File: config.mk
export PLATFORM = sky130hd
export DESIGN_NAME = pipe_slave
export DESIGN_NICKNAME = d
export VERILOG_FILES = /design/src/rtl/pipe_slave_pkg.sv /design/src/rtl/pipe_slave_queue.sv /design/src/rtl/pipe_slave_engine.sv /design/src/rtl/pipe_slave_regs.sv /design/src/rtl/pipe_slave.sv
export SDC_FILE = /design/constraint.sdc
export NUM_CORES = 1
export LEC_CHECK = 0
export BUFFER_PORTS_ARGS = -buffer_cell sky130_fd_sc_hd__buf_2
export CORE_ASPECT_RATIO = 0.6
export CORE_MARGIN = 5
export CORE_UTILIZATION = 65
export DETAILED_ROUTE_END_ITERATION = 16
export GPL_ROUTABILITY_DRIVEN = 0
export HOLD_SLACK_MARGIN = 0.03
export PLACE_DENSITY = 0.83
export SLEW_MARGIN = 20
export SYNTH_ARGS = -nofsm -noshare
export SYNTH_HDL_FRONTEND = slang
export SYNTH_SLANG_ARGS = --single-unit
export TNS_END_PERCENT = 10
File: constraint.sdc
create_clock -name clk -period 4.6 [get_ports clk]
set_clock_uncertainty 0.15 [all_clocks]
set_input_delay 0.23 -clock clk [delete_from_list [all_inputs] [get_ports clk]]
set_output_delay 0.23 -clock clk [all_outputs]
set_load 0.01 [all_outputs]
File: src/rtl/pipe_slave_pkg.sv
package pipe_slave_pkg;

    typedef enum logic {
        ENG_IDLE = 1'b0,
        ENG_BUSY = 1'b1
    } eng_state_e;

    // Circular pointer step for a buffer of arbitrary depth.
    function automatic int unsigned wrap_inc(input int unsigned ptr, input int unsigned depth);
        return (ptr + 1 >= depth) ? 0 : ptr + 1;
    endfunction

endpackage

File: src/rtl/pipe_slave_queue.sv
module pipe_slave_queue
    import pipe_slave_pkg::*;
#(
    parameter int unsigned WIDTH = 37,
    parameter int unsigned DEPTH = 4
) (
    input  logic             clk,
    input  logic             rst_n,
    input  logic             flush,
    input  logic             push,
    input  logic [WIDTH-1:0] wdata,
    input  logic             pop,
    output logic             full,
    output logic             valid,
    output logic [WIDTH-1:0] rdata
);

    localparam int unsigned PTR_W = (DEPTH > 1) ? $clog2(DEPTH) : 1;
    localparam int unsigned CNT_W = $clog2(DEPTH + 1);

    typedef struct packed {
        logic [PTR_W-1:0] rd;
        logic [PTR_W-1:0] wr;
        logic [CNT_W-1:0] cnt;
    } qstate_t;

    qstate_t                      st_d, st_q;
    logic [DEPTH-1:0][WIDTH-1:0]  mem_d, mem_q;

    always_comb begin
        st_d  = st_q;
        mem_d = mem_q;
        if (flush) begin
            st_d = '0;
        end else begin
            if (push) begin
                mem_d[st_q.wr] = wdata;
                st_d.wr        = PTR_W'(wrap_inc(32'(st_q.wr), DEPTH));
            end
            if (pop) begin
                st_d.rd = PTR_W'(wrap_inc(32'(st_q.rd), DEPTH));
            end
            case ({push, pop})
                2'b10:   st_d.cnt = st_q.cnt + CNT_W'(1);
                2'b01:   st_d.cnt = st_q.cnt - CNT_W'(1);
                default: st_d.cnt = st_q.cnt;
            endcase
        end
    end

    always_ff @(posedge clk or negedge rst_n) begin
        if (!rst_n) begin
            st_q  <= '0;
            mem_q <= '0;
        end else begin
            st_q  <= st_d;
            mem_q <= mem_d;
        end
    end

    assign full  = (st_q.cnt == CNT_W'(DEPTH));
    assign valid = (st_q.cnt != '0);
    assign rdata = mem_q[st_q.rd];

endmodule

File: src/rtl/pipe_slave_engine.sv
module pipe_slave_engine
    import pipe_slave_pkg::*;
#(
    parameter int unsigned WIDTH   = 37,
    parameter int unsigned LATENCY = 3
) (
    input  logic             clk,
    input  logic             rst_n,
    input  logic             flush,
    input  logic             q_valid,
    input  logic [WIDTH-1:0] q_data,
    output logic             pop,
    output logic             retire,
    output logic [WIDTH-1:0] job
);

    localparam int unsigned CNT_W = $clog2(LATENCY + 1);

    typedef struct packed {
        eng_state_e       st;
        logic [CNT_W-1:0] cnt;
        logic [WIDTH-1:0] job;
    } estate_t;

    estate_t est_d, est_q;

    always_comb begin
        pop    = (est_q.st == ENG_IDLE) && q_valid && !flush;
        retire = (est_q.st == ENG_BUSY) && (est_q.cnt == CNT_W'(1)) && !flush;

        est_d = est_q;
        if (flush) begin
            est_d.st = ENG_IDLE;
        end else if (pop) begin
            est_d.st  = ENG_BUSY;
            est_d.cnt = CNT_W'(LATENCY - 1);
            est_d.job = q_data;
        end else if (est_q.st == ENG_BUSY) begin
            est_d.cnt = est_q.cnt - CNT_W'(1);
            if (retire) begin
                est_d.st = ENG_IDLE;
            end
        end
    end

    always_ff @(posedge clk or negedge rst_n) begin
        if (!rst_n) begin
            est_q <= '{st: ENG_IDLE, cnt: '0, job: '0};
        end else begin
            est_q <= est_d;
        end
    end

    assign job = est_q.job;

endmodule

File: src/rtl/pipe_slave_regs.sv
module pipe_slave_regs #(
    parameter int unsigned ADDR_W   = 4,
    parameter int unsigned DATA_W   = 32,
    parameter int unsigned NUM_REGS = 12
) (
    input  logic              clk,
    input  logic              rst_n,
    input  logic              wr_en,
    input  logic [ADDR_W-1:0] adr,
    input  logic [DATA_W-1:0] wdat,
    output logic [DATA_W-1:0] rdat
);

    logic [NUM_REGS-1:0][DATA_W-1:0] mem_d, mem_q;

    // Addresses without a matching register fall through: read 0, no write.
    always_comb begin
        mem_d = mem_q;
        rdat  = '0;
        for (int i = 0; i < NUM_REGS; i++) begin
            if (adr == ADDR_W'(i)) begin
                rdat = mem_q[i];
                if (wr_en) begin
                    mem_d[i] = wdat;
                end
            end
        end
    end

    always_ff @(posedge clk or negedge rst_n) begin
        if (!rst_n) begin
            mem_q <= '0;
        end else begin
            mem_q <= mem_d;
        end
    end

endmodule

File: src/rtl/pipe_slave.sv
module pipe_slave
    import pipe_slave_pkg::*;
#(
    parameter int unsigned ADDR_W       = 4,
    parameter int unsigned DATA_W       = 32,
    parameter int unsigned NUM_REGS     = 12,
    parameter int unsigned QUEUE_DEPTH  = 4,
    parameter int unsigned LATENCY      = 3,
    parameter bit          SINGLE_CYCLE = 1'b0
) (
    input  logic              clk,
    input  logic              rst_n,
    input  logic              cyc_i,
    input  logic              stb_i,
    input  logic              we_i,
    input  logic [ADDR_W-1:0] adr_i,
    input  logic [DATA_W-1:0] dat_i,
    output logic              ack_o,
    output logic              stall_o,
    output logic [DATA_W-1:0] dat_o
);

    localparam int unsigned REQ_W = 1 + ADDR_W + DATA_W;

    typedef struct packed {
        logic              ack;
        logic [DATA_W-1:0] dat;
    } resp_t;

    logic              srv_fire;
    logic [REQ_W-1:0]  srv_req;
    logic              srv_we;
    logic [ADDR_W-1:0] srv_adr;
    logic [DATA_W-1:0] srv_dat;
    logic [DATA_W-1:0] reg_rdat;
    logic              stall_w;
    resp_t             resp_d, resp_q;

    if (NUM_REGS > (1 << ADDR_W)) begin : g_chk_regs
        $error("pipe_slave: NUM_REGS exceeds the address space");
    end

    if (SINGLE_CYCLE) begin : g_direct
        assign stall_w  = 1'b0;
        assign srv_fire = cyc_i && stb_i;
        assign srv_req  = {we_i, adr_i, dat_i};
    end else begin : g_queued
        logic             accept;
        logic             q_full;
        logic             q_valid;
        logic             q_pop;
        logic [REQ_W-1:0] q_head;

        if (LATENCY < 2) begin : g_chk_lat
            $error("pipe_slave: queued variant needs LATENCY >= 2");
        end

        assign accept  = cyc_i && stb_i && !q_full;
        assign stall_w = q_full;

        pipe_slave_queue #(
            .WIDTH (REQ_W),
            .DEPTH (QUEUE_DEPTH)
        ) i_queue (
            .clk   (clk),
            .rst_n (rst_n),
            .flush (!cyc_i),
            .push  (accept),
            .wdata ({we_i, adr_i, dat_i}),
            .pop   (q_pop),
            .full  (q_full),
            .valid (q_valid),
            .rdata (q_head)
        );

        pipe_slave_engine #(
            .WIDTH   (REQ_W),
            .LATENCY (LATENCY)
        ) i_engine (
            .clk     (clk),
            .rst_n   (rst_n),
            .flush   (!cyc_i),
            .q_valid (q_valid),
            .q_data  (q_head),
            .pop     (q_pop),
            .retire  (srv_fire),
            .job     (srv_req)
        );
    end

    assign srv_we  = srv_req[REQ_W-1];
    assign srv_adr = srv_req[DATA_W +: ADDR_W];
    assign srv_dat = srv_req[DATA_W-1:0];

    pipe_slave_regs #(
        .ADDR_W   (ADDR_W),
        .DATA_W   (DATA_W),
        .NUM_REGS (NUM_REGS)
    ) i_regs (
        .clk   (clk),
        .rst_n (rst_n),
        .wr_en (srv_fire && srv_we),
        .adr   (srv_adr),
        .wdat  (srv_dat),
        .rdat  (reg_rdat)
    );

    always_comb begin
        resp_d.ack = srv_fire;
        resp_d.dat = (srv_fire && !srv_we) ? reg_rdat : '0;
    end

    always_ff @(posedge clk or negedge rst_n) begin
        if (!rst_n) begin
            resp_q <= '0;
        end else begin
            resp_q <= resp_d;
        end
    end

    assign ack_o   = resp_q.ack;
    assign dat_o   = resp_q.dat;
    assign stall_o = stall_w;

endmodule

==> impl_metrics.yaml <==
run_status:
  status: "complete, no violations"
cts:
  postCtsSetupRepairBufs: 0
  cts_tree: "yes"
  cts_htree_levels: 2
  clkSinkCount: 612
  clock_latency_ns: 0.60
  numCtsBuffers: 54
  cts_buffer_depth: 3
  hold_buffers: 41
  cts_root_buf: "clkbuf_16"
  clk_pin_slew_ns: 0.06
  cts_resized: 0
yosys:
  yosysWarnings: 0
  async_flop_share: 1.00
  synth_nets: 1979
  synth_edf_count: 0
  ys_ff_latch: 612
  synth_area_um2: 27200
  synth.top_cells.by_count: "612 x dfrtp_1, 575 x mux2_2, 91 x o21ai_0"
  synth_top_cell_by_area: "dfrtp_1"
  syn_avg_cell_area_um2: 14.1
  synth_top_area_share: 0.563
  synth_area_leaders: "dfrtp_1 56%, mux2_2 24%, mux4_2 3.6%, mux2i_1 1.7%, o21ai_0 1.7%"
  yosysUniqueCellTypes: 59
  synthCells: 1930
  ys.flop_type: "dfrtp_1"
  ys_seq_area_frac: 0.563
  synth_most_common_cell: "dfrtp_1"
sta:
  fmax_mhz: 308
  maxSlewViolCount: 0
  final_hold_viol_count: 0
  period_minus_slack_ns: 3.25
  rsz0062_at_grt: "false"
  max_slew_margin: 0.220
  setup-violations-final: 0
  setup_tns_ns: 0
  post-route-period-util: 0.706
  tightest_slew_ns: 1.17
setup_path:
  cp.arrival_ns: 3.57
  required_ns: 4.92
  crit_family: "simple AND/OR/NAND/NOR gates"
  cp_slowest_cell: "nor2_4"
  crit_fanout: 62
  cp_slowest_stage_delay_ns: 0.78
  end_kind: "flop"
  critPathKind: "reg -> reg"
  crit_buf_inv: 1
  crit_chain: "nor2_2 > nand2_1 > nor2_4 > buf_4 > mux2_2"
  cp-start-kind: "flop"
pwr:
  p_leak_nw: 14.3
  irDropWorstVdd_uv: 447
  power.density_nw_per_um2: 541
die:
  core_um2: 41700
  die_w_um: 274
  core.rowCount: 58
  start_util: 0.653
  chipHeight_um: 168
  io_pins: 75
  dieArea_um2: 46200
grt:
  antenna_found_initial: 1
  grt_start_max_net_pins: 141
  grt_first_pass_wirelength_mm: 107
  grt_util_all_layers: 0.295
  grt_overflow: 0
  grt_pass1_vias: 18300
cells_and_area:
  final_cells: 2601
  final_net_count: 2036
  areaGrowthSynthToFinish_pct: 11.0
  fin_util: 0.725
  n_fill_cell: 2710
  drive_above_1_share: 0.420
place:
  io_buffers: 74
  dp_cells: 2460
  hpwl_mm: 41.6
route:
  postRouteAntennaNets: 0
  vias_per_cell: 6.57
  drc: 0
  drtPass1Iterations: 5
  wl_mm: 66.6
  wl_per_cell_um: 25.6
  num_vias: 17100
  drt_iter0_markers: 1656
worst_hold_path:
  min_path_type: "in -> async"
run:
  drv_cap: 0
-- layer usage --
metal | up-vias | part of all wire | track usage
met4 | 2 | 0.027 | 0.0763
li1 | 7176 | - | -
met5 | - | 0.00012 | 0
met1 | 9039 | 0.43 | 0.434
met3 | 153 | 0.086 | 0.0670
met2 | 718 | 0.46 | 0.456
-- worst register-to-register path: cells and delay by family (launching register included) --
kind | cells | cell delay, ns
DFF | 1 | 0.77
buffers and inverters | 1 | 0.34
and+or+nand+nor | 3 | 1.50
muxes | 1 | 0.36
-- flip-flops by register name, summed over array words and instances, names as in the netlist --
signal                   cells
g_queued.i_engine.job       37
g_queued.i_queue.st_q        7
ack_o                        1
i_regs.mem_q               384
g_queued.i_engine.est_q      3
dat_o                       32
g_queued.i_queue.mem_q     148
-- power by group --
part	leakage [nW]	internal (mW)	total, mW	switching, mW
clock network	0.871	2.56	4.56	2.00
registers	8.21	6.36	7.70	1.34
logic	5.21	2.00	4.09	2.09
total	14.3	10.9	16.3	5.43
-- cells by family (layout without fill, tap and decap cells) --
family | after synthesis | in the layout | share of synthesized area
other cells | 0 | 1 | 0
mux | 691 | 691 | 0.304
xor+xnor | 3 | 3 | 0.00124
compound gates | 285 | 285 | 0.0678
flops | 612 | 612 | 0.563
simple gates | 154 | 154 | 0.0277
fa+ha+maj | 8 | 8 | 0.00396
buf+inv | 177 | 277 | 0.0321
-- through the flow --
step	hold slack (ns)	setup slack, ns	area (µm²)	power, mW
CTS	0.154	1.46	30200	16.3
global placement	0.186	1.50	28000	11.5
global route	0.198	1.19	30200	17.0
finish	0.123	1.35	30200	16.3
floorplan	-0.216	1.91	27200	10.3
detailed placement	0.194	1.48	28000	11.7
-- final timing paths --
check / from / endpoint / slack (ns) / depth (start not counted)
max: g_queued.i_engine.job[33] / i_regs.mem_q[264] / 1.35 / 5
min: rst_n / g_queued.i_queue.mem_q[3] / 0.12 / 2
max reg2reg: g_queued.i_engine.job[33] / i_regs.mem_q[264] / 1.35 / 5
min reg2reg: i_regs.mem_q[294] / i_regs.mem_q[294] / 0.34 / 1
max in group asynchronous: rst_n / i_regs.mem_q[309] / 2.94 / 3
min in group clk: dat_i[24] / g_queued.i_queue.mem_q[98] / 0.29 / 3
-- cells in the final DEF (no fill, tap or decap), types with 8 or more instances in the layout --
master | netlist | layout
clkbuf_16 | 0 | 57
mux2_1 | 21 | 21
clkbuf_1 | 66 | 18
mux4_2 | 44 | 44
o22a_1 | 12 | 12
a211oi_1 | 16 | 16
o22ai_1 | 31 | 31
a31oi_1 | 12 | 12
dlygate4sd3_1 | 0 | 41
nand2_1 | 62 | 62
nor2_1 | 31 | 28
a21oi_1 | 38 | 38
nand3_1 | 8 | 8
dfrtp_1 | 612 | 608
buf_2 | 68 | 73
inv_1 | 14 | 14
mux2_2 | 575 | 575
a21o_1 | 9 | 9
nor2b_1 | 16 | 14
o211ai_1 | 12 | 12
o21ai_0 | 91 | 91
buf_4 | 16 | 42
clkbuf_8 | 0 | 11
clkinv_2 | 0 | 9
o221ai_1 | 33 | 33
mux2i_1 | 47 | 47
-- layout make-up --
cell class | instances | area [µm²] | share of cell area
flip-flops and latches | 612 | 15300 | 0.507
multi-input cells | 1141 | 11100 | 0.367
well taps | 570 | 713 | 0.0236
diodes | 1 | 2.50 | 0.0000829
clock buffers | 86 | 1650 | 0.0545
repair buffers | 164 | 1250 | 0.0413
inverters | 14 | 52.6 | 0.00174
clock inverters | 13 | 121 | 0.00402
Note: power is estimated with default switching activity, not from simulation.
